===== config.mk =====
export PLATFORM = sky130hd
export DESIGN_NAME = adc_byte_bus
export DESIGN_NICKNAME = d
export VERILOG_FILES = /design/src/rtl/adc_bus_pkg.sv /design/src/rtl/adc_bus_decode.sv /design/src/rtl/adc_bus_hold.sv /design/src/rtl/adc_bus_slot.sv /design/src/rtl/adc_bus_mux.sv /design/src/rtl/adc_byte_bus.sv
export SDC_FILE = /design/constraint.sdc
export NUM_CORES = 1
export LEC_CHECK = 0
export BUFFER_PORTS_ARGS = -buffer_cell sky130_fd_sc_hd__buf_2
export CELL_PAD_IN_SITES_DETAIL_PLACEMENT = 1
export CELL_PAD_IN_SITES_GLOBAL_PLACEMENT = 2
export CORE_UTILIZATION = 32
export DETAILED_ROUTE_END_ITERATION = 10
export PLACE_DENSITY = 0.82
export SYNTH_ARGS = -nofsm -noshare
export SYNTH_HDL_FRONTEND = slang
export SYNTH_SLANG_ARGS = --single-unit

===== constraint.sdc =====
create_clock -name clk -period 1.45 [get_ports clk]
set_input_delay 0.29 -clock clk [delete_from_list [all_inputs] [get_ports clk]]
set_output_delay 0.29 -clock clk [all_outputs]
set_load 0.005 [all_outputs]

===== src/rtl/adc_bus_pkg.sv =====
package adc_bus_pkg;

    localparam int MAG_W  = 15;
    localparam int BUS_W  = 8;
    localparam int WORD_W = MAG_W + 1;
    localparam int HI_W   = WORD_W - BUS_W;

    typedef struct packed {
        logic             neg;
        logic             ovr;
        logic [MAG_W-1:0] mag;
    } conv_t;

    typedef enum logic [1:0] {
        SLOT_LO = 2'd0,
        SLOT_HI = 2'd1,
        SLOT_ST = 2'd2
    } slot_e;

    function automatic slot_e slot_next(input slot_e s);
        case (s)
            SLOT_LO: slot_next = SLOT_HI;
            SLOT_HI: slot_next = SLOT_ST;
            default: slot_next = SLOT_LO;
        endcase
    endfunction

    function automatic logic [WORD_W-1:0] word_of(input conv_t c);
        word_of = {c.neg, c.mag};
    endfunction

    function automatic logic [BUS_W-1:0] status_of(input conv_t c);
        status_of = {c.neg, c.ovr, {(BUS_W-2){1'b0}}};
    endfunction

    function automatic logic [BUS_W-1:0] flagged_hi(input conv_t c);
        logic [WORD_W-1:0] w;
        w = word_of(c);
        flagged_hi = {c.neg, c.ovr, w[WORD_W-3:BUS_W]};
    endfunction

endpackage


===== src/rtl/adc_bus_decode.sv =====
module adc_bus_decode (
    input  logic clk,
    input  logic rst,
    input  logic chip_sel,
    input  logic chip_en_n,
    input  logic rd_n,
    input  logic wr_n,
    input  logic stream_mode,
    output logic rd_act,
    output logic rd_end,
    output logic conv_go
);
    logic sel;
    logic wr_act;
    logic rd_act_q;
    logic wr_act_q;

    assign sel    = chip_sel & ~chip_en_n;
    assign rd_act = sel & ~rd_n;
    assign wr_act = sel & ~wr_n & ~stream_mode;
    assign rd_end = rd_act_q & ~rd_act;

    always_ff @(posedge clk) begin
        if (rst) begin
            rd_act_q <= 1'b0;
            wr_act_q <= 1'b0;
            conv_go  <= 1'b0;
        end else begin
            rd_act_q <= rd_act;
            wr_act_q <= wr_act;
            conv_go  <= wr_act & ~wr_act_q;
        end
    end

    p_go_single_r3: assert property (@(posedge clk) disable iff (rst)
        conv_go |=> !conv_go);
    p_go_demand_r3: assert property (@(posedge clk) disable iff (rst)
        conv_go |-> $past(!stream_mode && !wr_n));
    p_go_selected_r1: assert property (@(posedge clk) disable iff (rst)
        conv_go |-> $past(chip_sel && !chip_en_n));

endmodule


===== src/rtl/adc_bus_hold.sv =====
module adc_bus_hold
    import adc_bus_pkg::*;
(
    input  logic  clk,
    input  logic  rst,
    input  conv_t core_in,
    input  logic  core_done,
    input  logic  rd_act,
    output conv_t cur,
    output logic  load
);
    conv_t pend;
    logic  pend_v;

    always_comb begin
        load = 1'b0;
        if (core_done)
            load = ~rd_act;
        else if (pend_v)
            load = ~rd_act;
    end

    always_ff @(posedge clk) begin
        if (rst) begin
            cur    <= '0;
            pend   <= '0;
            pend_v <= 1'b0;
        end else if (core_done) begin
            if (rd_act) begin
                pend   <= core_in;
                pend_v <= 1'b1;
            end else begin
                cur    <= core_in;
                pend_v <= 1'b0;
            end
        end else if (pend_v && !rd_act) begin
            cur    <= pend;
            pend_v <= 1'b0;
        end
    end

    p_hold_during_read_r9: assert property (@(posedge clk) disable iff (rst)
        rd_act |=> (cur == $past(cur)));
    p_no_silent_change_r8: assert property (@(posedge clk) disable iff (rst)
        !load |=> (cur == $past(cur)));

endmodule


===== src/rtl/adc_bus_slot.sv =====
module adc_bus_slot
    import adc_bus_pkg::*;
(
    input  logic  clk,
    input  logic  rst,
    input  logic  load,
    input  logic  stream_mode,
    input  logic  rd_end,
    output slot_e slot
);
    always_ff @(posedge clk) begin
        if (rst)
            slot <= SLOT_LO;
        else if (load)
            slot <= SLOT_LO;
        else if (stream_mode && rd_end)
            slot <= slot_next(slot);
    end

    p_slot_legal_r6: assert property (@(posedge clk) disable iff (rst)
        slot != 2'd3);
    p_load_low_r8: assert property (@(posedge clk) disable iff (rst)
        load |=> slot == SLOT_LO);
    p_demand_still_r6: assert property (@(posedge clk) disable iff (rst)
        (!stream_mode && !load) |=> $stable(slot));

endmodule


===== src/rtl/adc_bus_mux.sv =====
module adc_bus_mux
    import adc_bus_pkg::*;
(
    input  conv_t             cur,
    input  slot_e             slot,
    input  logic              stream_mode,
    input  logic              byte_hi,
    input  logic              flag_sel,
    input  logic              rd_act,
    output logic [BUS_W-1:0]  bus_data,
    output logic              bus_drive
);
    logic [WORD_W-1:0] word;
    logic [BUS_W-1:0]  lo_b;
    logic [BUS_W-1:0]  hi_b;
    logic [BUS_W-1:0]  pick;

    assign word = word_of(cur);
    assign lo_b = word[BUS_W-1:0];
    assign hi_b = word[WORD_W-1:BUS_W];

    always_comb begin
        if (stream_mode) begin
            case (slot)
                SLOT_LO: pick = lo_b;
                SLOT_HI: pick = hi_b;
                default: pick = status_of(cur);
            endcase
        end else if (!byte_hi) begin
            pick = lo_b;
        end else if (flag_sel) begin
            pick = flagged_hi(cur);
        end else begin
            pick = hi_b;
        end
    end

    assign bus_drive = rd_act;
    assign bus_data  = rd_act ? pick : '0;

    always_comb begin
        a_quiet_release_r2: assert (bus_drive || bus_data == '0);
    end

endmodule


===== src/rtl/adc_byte_bus.sv =====
module adc_byte_bus
    import adc_bus_pkg::*;
(
    input  logic                clk,
    input  logic                rst,
    input  logic                chip_sel,
    input  logic                chip_en_n,
    input  logic                wr_n,
    input  logic                rd_n,
    input  logic                stream_mode,
    input  logic                byte_hi,
    input  logic                flag_sel,
    input  logic [MAG_W-1:0]    core_mag,
    input  logic                core_neg,
    input  logic                core_ovr,
    input  logic                core_done,
    output logic [BUS_W-1:0]    bus_data,
    output logic                bus_drive,
    output logic                conv_go
);
    logic  rd_act;
    logic  rd_end;
    logic  load;
    conv_t core_in;
    conv_t cur;
    slot_e slot;

    assign core_in = '{neg: core_neg, ovr: core_ovr, mag: core_mag};

    adc_bus_decode u_decode (
        .clk(clk), .rst(rst), .chip_sel(chip_sel), .chip_en_n(chip_en_n),
        .rd_n(rd_n), .wr_n(wr_n), .stream_mode(stream_mode),
        .rd_act(rd_act), .rd_end(rd_end), .conv_go(conv_go)
    );

    adc_bus_hold u_hold (
        .clk(clk), .rst(rst), .core_in(core_in), .core_done(core_done),
        .rd_act(rd_act), .cur(cur), .load(load)
    );

    adc_bus_slot u_slot (
        .clk(clk), .rst(rst), .load(load), .stream_mode(stream_mode),
        .rd_end(rd_end), .slot(slot)
    );

    adc_bus_mux u_mux (
        .cur(cur), .slot(slot), .stream_mode(stream_mode), .byte_hi(byte_hi),
        .flag_sel(flag_sel), .rd_act(rd_act), .bus_data(bus_data),
        .bus_drive(bus_drive)
    );

    p_drive_selected_r1: assert property (@(posedge clk) disable iff (rst)
        bus_drive |-> (chip_sel && !chip_en_n && !rd_n));
    p_read_drives_r2: assert property (@(posedge clk) disable iff (rst)
        (chip_sel && !chip_en_n && !rd_n) |-> bus_drive);

endmodule


==> After elaboration in Yosys (flattened, before gate mapping) <==
Cells that the tools add are included.
{ "op_classes": {"eq_ne": 2, "mux": 14, "bitwise": 12, "n_reduce_logical": 8} }
{ "op_table": {"columns": ["op", "n"], "rows": [
  ["$mux 17", 3],
  ["$mux 8", 3],
  ["$pmux 8 s2", 1],
  ["$mux 7", 1],
  ["$and 1x1->1", 6],
  ["$not 1->1", 6],
  ["$mux 1", 5],
  ["$pmux 2 s2", 1],
  ["$reduce_and 2->1", 2],
  ["$eq 2x1->1 const B", 1],
  ["$logic_and 1x1->1", 2],
  ["$logic_not 2->1", 1],
  ["$ne 2x2->1 const B", 1],
  ["$reduce_bool 2->1", 1],
  ["$reduce_or 2->1", 1],
  ["$logic_not 1->1", 1]
]} }
{ "word_totals": {"reg_bits": 40, "inputBits": 27, "out_inout_bits": 10, "word_cells": 47} }

==> Longest topological paths before layout <==
{ "depth": {"depth_word": 7, "mapped_depth": 6} }

==> By module <==
Synthesis repeated with hierarchy kept, for this count alone.
{ "unflattened": {"hier_cells": 215, "hier_area_um2": 2060.7} }
{ "by_module_without_submodules": {"columns": ["mod", "instances", "cells_each", "area_per_inst_um2"], "rows": [
  ["adc_bus_hold", 1, 155, 1517.7],
  ["adc_bus_mux", 1, 42, 326.6],
  ["adc_bus_decode", 1, 9, 120.1],
  ["adc_bus_slot", 1, 9, 96.3]
]} }

==> Worst setup path before layout <==
OpenSTA, ideal clock, no wires.
{ "synth_path": {"path_kind": "input-to-output", "from": "input rd_n", "to": "output bus_data[0]", "t_arrival_ns": 1.149, "required_time_ns": 1.160, "setup_slack_ns": 0.011, "path_stages": 4, "n_path_buf": 2, "path_cell_list": "or3b_1 buf_6 clkbuf_1 a21oi_1"} }
{ "synth_via": {"elab_chain_len": 3} }
{ "synth_rtl": {"columns": ["element", "line", "text"], "rows": [
  ["from (decl)", "adc_byte_bus.sv:9", "input logic rd_n,"],
  ["$not 1->1", "adc_bus_decode.sv:19", "assign rd_act = sel & ~rd_n;"],
  ["$and 1x1->1", "adc_bus_decode.sv:19", null],
  ["$mux 8", "adc_bus_mux.sv:39", "assign bus_data = rd_act ? pick : '0;"],
  ["to (decl)", "adc_byte_bus.sv:17", "output logic [BUS_W-1:0] bus_data,"]
]} }
Every way passes these cells.

==> Worst setup path in the final report <==
{ "layout_path": {"from": "register u_slot.slot[1]", "to": "output bus_data[7]"} }
{ "layout_via": {"elab_chain_len": 4, "word_cells_on_any_way": 5, "classes_between": "eq/ne: 1; mux: 3; reduce/logical: 1"} }
{ "layout_rtl": {"columns": ["element", "line", "text"], "rows": [
  ["from (decl)", "adc_bus_slot.sv:9", "output slot_e slot"],
  ["from (signal assigned)", "adc_bus_slot.sv:17", "slot <= slot_next(slot);"],
  ["$eq 2x1->1 / $logic_not 2->1 (equally long branches)", "adc_bus_mux.sv:24", "case (slot)"],
  ["$pmux 8 s2 (*)", "adc_bus_mux.sv:24", null],
  ["$mux 8 (*)", "adc_bus_mux.sv:23", "if (stream_mode) begin"],
  ["$mux 8 (*)", "adc_bus_mux.sv:39", null]
]} }
Mark *: on every way between the ends. The rest lies on a longest branch, timed or not.

==> results by stage <==
STA:
- Setup repair after global routing could not meet its margin everywhere.
- The post-layout minimum cycle time is 1.826 ns.
- Headroom to the max-slew limit came out at 60.59%.
- Across the routed clock network, the largest skew measured is 0.002143 ns.
- Setup violations remaining at the end of the flow were counted as 8.
- The number of failing hold endpoints at the final stage came to 0.
- For this run, the top clock speed supported by timing is 547.5 MHz.
- The max-slew violation count is 0.
- The worst-margin pin slew is 0.5897 ns.
- The final clock period utilization by the worst path is 126.0%.
- In the post-route analysis, the smallest setup slack over all paths is -0.3764 ns.
- The setup TNS is -2.478 ns.

Floorplan:
- The starting density of the core is 33.36%.
- The count of boundary I/O pins is 37.
- The floorplan step set the die height to 78.00 µm.
- The die is 78.00 µm wide.
- In this run the core area contains 27 standard-cell rows.
- The area of the die is 6083 µm².
- The core outline area is 5540 µm².

Route:
- The routed wirelength normalized by instance count is 15.30 µm.
- In this run, the number of DRC markers left after iteration 0 of detailed routing was 38.
- The wire length reported by the detailed router is 5.080 mm.
- Across all layers, the routed design uses 1685 vias.
- Using the TritonRoute via totals, the vias-per-cell ratio works out to 5.075.
- The final antenna-violating net count is 0.
- The residual DRC count is 0.
- The first detailed-routing pass ran for 4 iterations.

Synth:
- The mapped netlist covers 1848 µm².
- After synthesis, the share of cell area in mux cells is 10.36%.
- The leading register cell type out of synthesis is sky130_fd_sc_hd__dfxtp_1.
- The flip-flop and latch count after synthesis is 40.
- The synthesized design contains 0 enable-type register cells.
- The post-synth net total is 236.
- Sorting the synthesized cells by area gives the leading types as sky130_fd_sc_hd__dfxtp_1 43%, sky130_fd_sc_hd__a21oi_1 11%, sky130_fd_sc_hd__mux2i_1 9.7%, sky130_fd_sc_hd__nand2_1 7.1%, sky130_fd_sc_hd__a211oi_2 6.8%.
- The sequential share of the synthesized area is 43.33%.
- Yosys mapped the design onto 31 distinct sky130hd cell types.
- The share of synthesized registers carrying an async set or reset is 0%.
- The gate count of the mapped netlist is 209.
- Of the total synthesized cell area, the portion taken by full adders, half adders and majority gates is 0%.
- For this run, the number of Yosys warnings is 0.
- The post-synthesis cell type with the largest combined area is sky130_fd_sc_hd__dfxtp_1.
- The share of synthesized cell area in and, or, nand and nor gates is 14.69%.
- The synthesized netlist devotes 0% of its cell area to XOR and XNOR gates.
- By area, the combinational part of the netlist is dominated by compound AO/OA/AOI/OAI gates.
- The most repeated cell in the gate-level netlist after synthesis is sky130_fd_sc_hd__a21oi_1.
- Summing the areas of all compound-gate instances in the mapped netlist gives 26.74% of the synthesized area.
- After synthesis, the most frequently instantiated cells are 42 x sky130_fd_sc_hd__a21oi_1, 40 x sky130_fd_sc_hd__dfxtp_1, 35 x sky130_fd_sc_hd__nand2_1.
- Dividing the synthesized area by the synthesized cell count gives 8.842 µm².
- The synthesized design devotes to its leading area cell type 43.33% of total area.

Place:
- The count of port buffers added during placement is 36.
- Summed over all nets, the half-perimeter wirelength after detailed placement is 3.471 mm.
- The global placer's final weighted congestion is 0.7342.
- The cell area after placement is 2216 µm².
- The worst setup slack before clock tree synthesis is -0.3368 ns.

Clock network:
- The clock tree synthesis step divided the H-tree into 2 levels.
- No sink is reached through more buffers than the 2 on the longest clock path.
- The clock net in this run drives a total of 40 sinks.
- CTS placed an instance of sky130_fd_sc_hd__clkbuf_8 at the clock tree root.
- After clock tree synthesis, the clock-pin slew on the worst setup and hold paths is 0.08 ns.
- TritonCTS built the clock tree.
- Hold repair after CTS inserted 0 buffers.
- The clock latency at the later pin of the worst-skew pair is 0.29 ns.
- The number of buffers created by CTS is 5.

Power:
- For this design the ratio of total power to cell area is 993.4 nW/µm².
- IR analysis of the VDD net gives a maximum drop of 0.4235 mV.
- Summed over all cells, the static leakage comes to 0.9475 nW.

Setup path:
- In this run the worst path has a maximum fanout of 7.
- The startpoint kind of the worst setup timing path is a flip-flop.
- The critical path endpoint category is an output pin.
- The required time of the worst setup path is 1.16 ns.
- At the worst endpoint, the arrival time is 1.54 ns.
- The worst setup path is of the reg -> out kind.

Status:
- The flow ran to the end, but the final reports show violations.
- The final reports fail on negative setup slack.

Final layout:
- After filler insertion, the fill cell instance count of the layout stands at 676.
- The final net count is 286.
- The synthesis-to-finish area growth is 31.69%.
- The post-layout instance area is 2434 µm².
- The fraction of layout cells with a size suffix above 1 is 38.85%.
- The number of antenna diodes is 0.

Global route:
- The number of global-route vias before repair is 1703.
- For this run the aggregate overflow at the end of global routing stands at 0.
- The number of antenna violations at the first check in global routing is 0.
- The first global-routing pass estimated 8.059 mm of wire.
- The pin count of the biggest net entering global routing is 39.
- The combined global-route utilization of all metal layers is 17.12%.

Run:
- Across the run, the number of max-cap violations was 0.

Hold path:
- The class of the worst hold path is in -> reg.
-- power breakdown --
part	internal (mW)	switching [mW]
Clock	0.511	0.389
Sequential	1.15	0.0303
Combinational	0.156	0.185
Total	1.81	0.604
-- cells by family (layout without fill, tap and decap cells) --
kind of cell,count (synthesis),after routing
AO/OA/AOI/OAI,78,78
buffers and inverters,17,68
flip-flops,40,40
multiplexers,19,19
AND/OR/NAND/NOR,55,55
-- what timing repair did --
item | CTS | global route
endpoints found under the setup margin | 25 | 9
gates cloned | 0 | 0
resized for setup | 20 | 17
pin swaps | 14 | 14
setup buffers | 1 | 3
-- cell usage in the layout (no fill, tap or decap), types with 2 or more instances in the layout --
master and n:
sky130_fd_sc_hd__o21ai_0 3, sky130_fd_sc_hd__o21ai_2 5, sky130_fd_sc_hd__mux2i_1 18, sky130_fd_sc_hd__or3b_4 2
sky130_fd_sc_hd__buf_2 36, sky130_fd_sc_hd__nor2_1 3, sky130_fd_sc_hd__a211oi_2 10, sky130_fd_sc_hd__a21oi_2 7
sky130_fd_sc_hd__clkbuf_8 5, sky130_fd_sc_hd__buf_12 2, sky130_fd_sc_hd__nor2b_1 2, sky130_fd_sc_hd__a21oi_1 35
sky130_fd_sc_hd__nand2_1 35, sky130_fd_sc_hd__buf_4 18, sky130_fd_sc_hd__dfxtp_2 2, sky130_fd_sc_hd__o21ai_1 7
sky130_fd_sc_hd__a211oi_1 9, sky130_fd_sc_hd__dfxtp_1 38, sky130_fd_sc_hd__buf_6 3, sky130_fd_sc_hd__nand2b_1 2
-- worst paths after layout --
check / from / endpoint / slack [ns] / cells past startpoint
max reg2reg: u_slot.slot[0] / u_slot.slot[0] / 0.07 / 4
max: u_slot.slot[1] / bus_data[7] / -0.38 / 4
min: wr_n / u_decode.wr_act_q / 0.17 / 2
min reg2reg: u_decode.wr_act_q / u_decode.conv_go / 0.39 / 1
-- layer usage --
layer  vias up  wire [µm]  global-route usage (%)
li1        851          -                       -
met5         -          0                       0
met2        25       2514                   29.73
met1       799       2324                   20.95
met4         0        106                   6.481
met3        10        135                   3.059
-- state kept, by name (all words and copies together) (netlist names) --
register,cells
u_hold.cur,17
u_hold.pend,17
u_slot.slot,2
u_decode.conv_go,1
u_decode.rd_act_q,1
u_decode.wr_act_q,1
u_hold.pend_v,1
-- worst max-delay path, stage by stage, from the launching register on --
cell	delay [ns]
sky130_fd_sc_hd__dfxtp_2	0.35
sky130_fd_sc_hd__nor3b_4	0.40
sky130_fd_sc_hd__o21ai_0	0.20
sky130_fd_sc_hd__a21oi_2	0.18
sky130_fd_sc_hd__buf_2	0.12
-- through the flow --
stage / total power, mW / cells / hold slack [ns] / utilization [%]
6_report: 2.417 / 332 / 0.1672 / 43.93
3_5_place_dp: 1.515 / 321 / 0.3789 / 40.00
3_3_place_gp: 1.507 / 321 / 0.3718 / 40.00
2_1_floorplan: 1.382 / 209 / 0.3674 / -
4_1_cts: 2.423 / 329 / 0.1620 / 42.62
5_1_grt: 2.529 / 332 / 0.1632 / 43.93
-- cell type report --
| type | count | area, µm² | area share [%] |
|---|---|---|---|
| clock buffer | 6 | 72.57 | 2.982 |
| clock inverter | 2 | 35.03 | 1.440 |
| inverter | 1 | 6.256 | 0.2571 |
| multi-input combinational | 152 | 1037 | 42.62 |
| sequential | 40 | 803.3 | 33.01 |
| tap | 72 | 90.09 | 3.702 |
| timing repair buffer | 59 | 389.1 | 15.99 |
(Power assumes the default switching activity.)
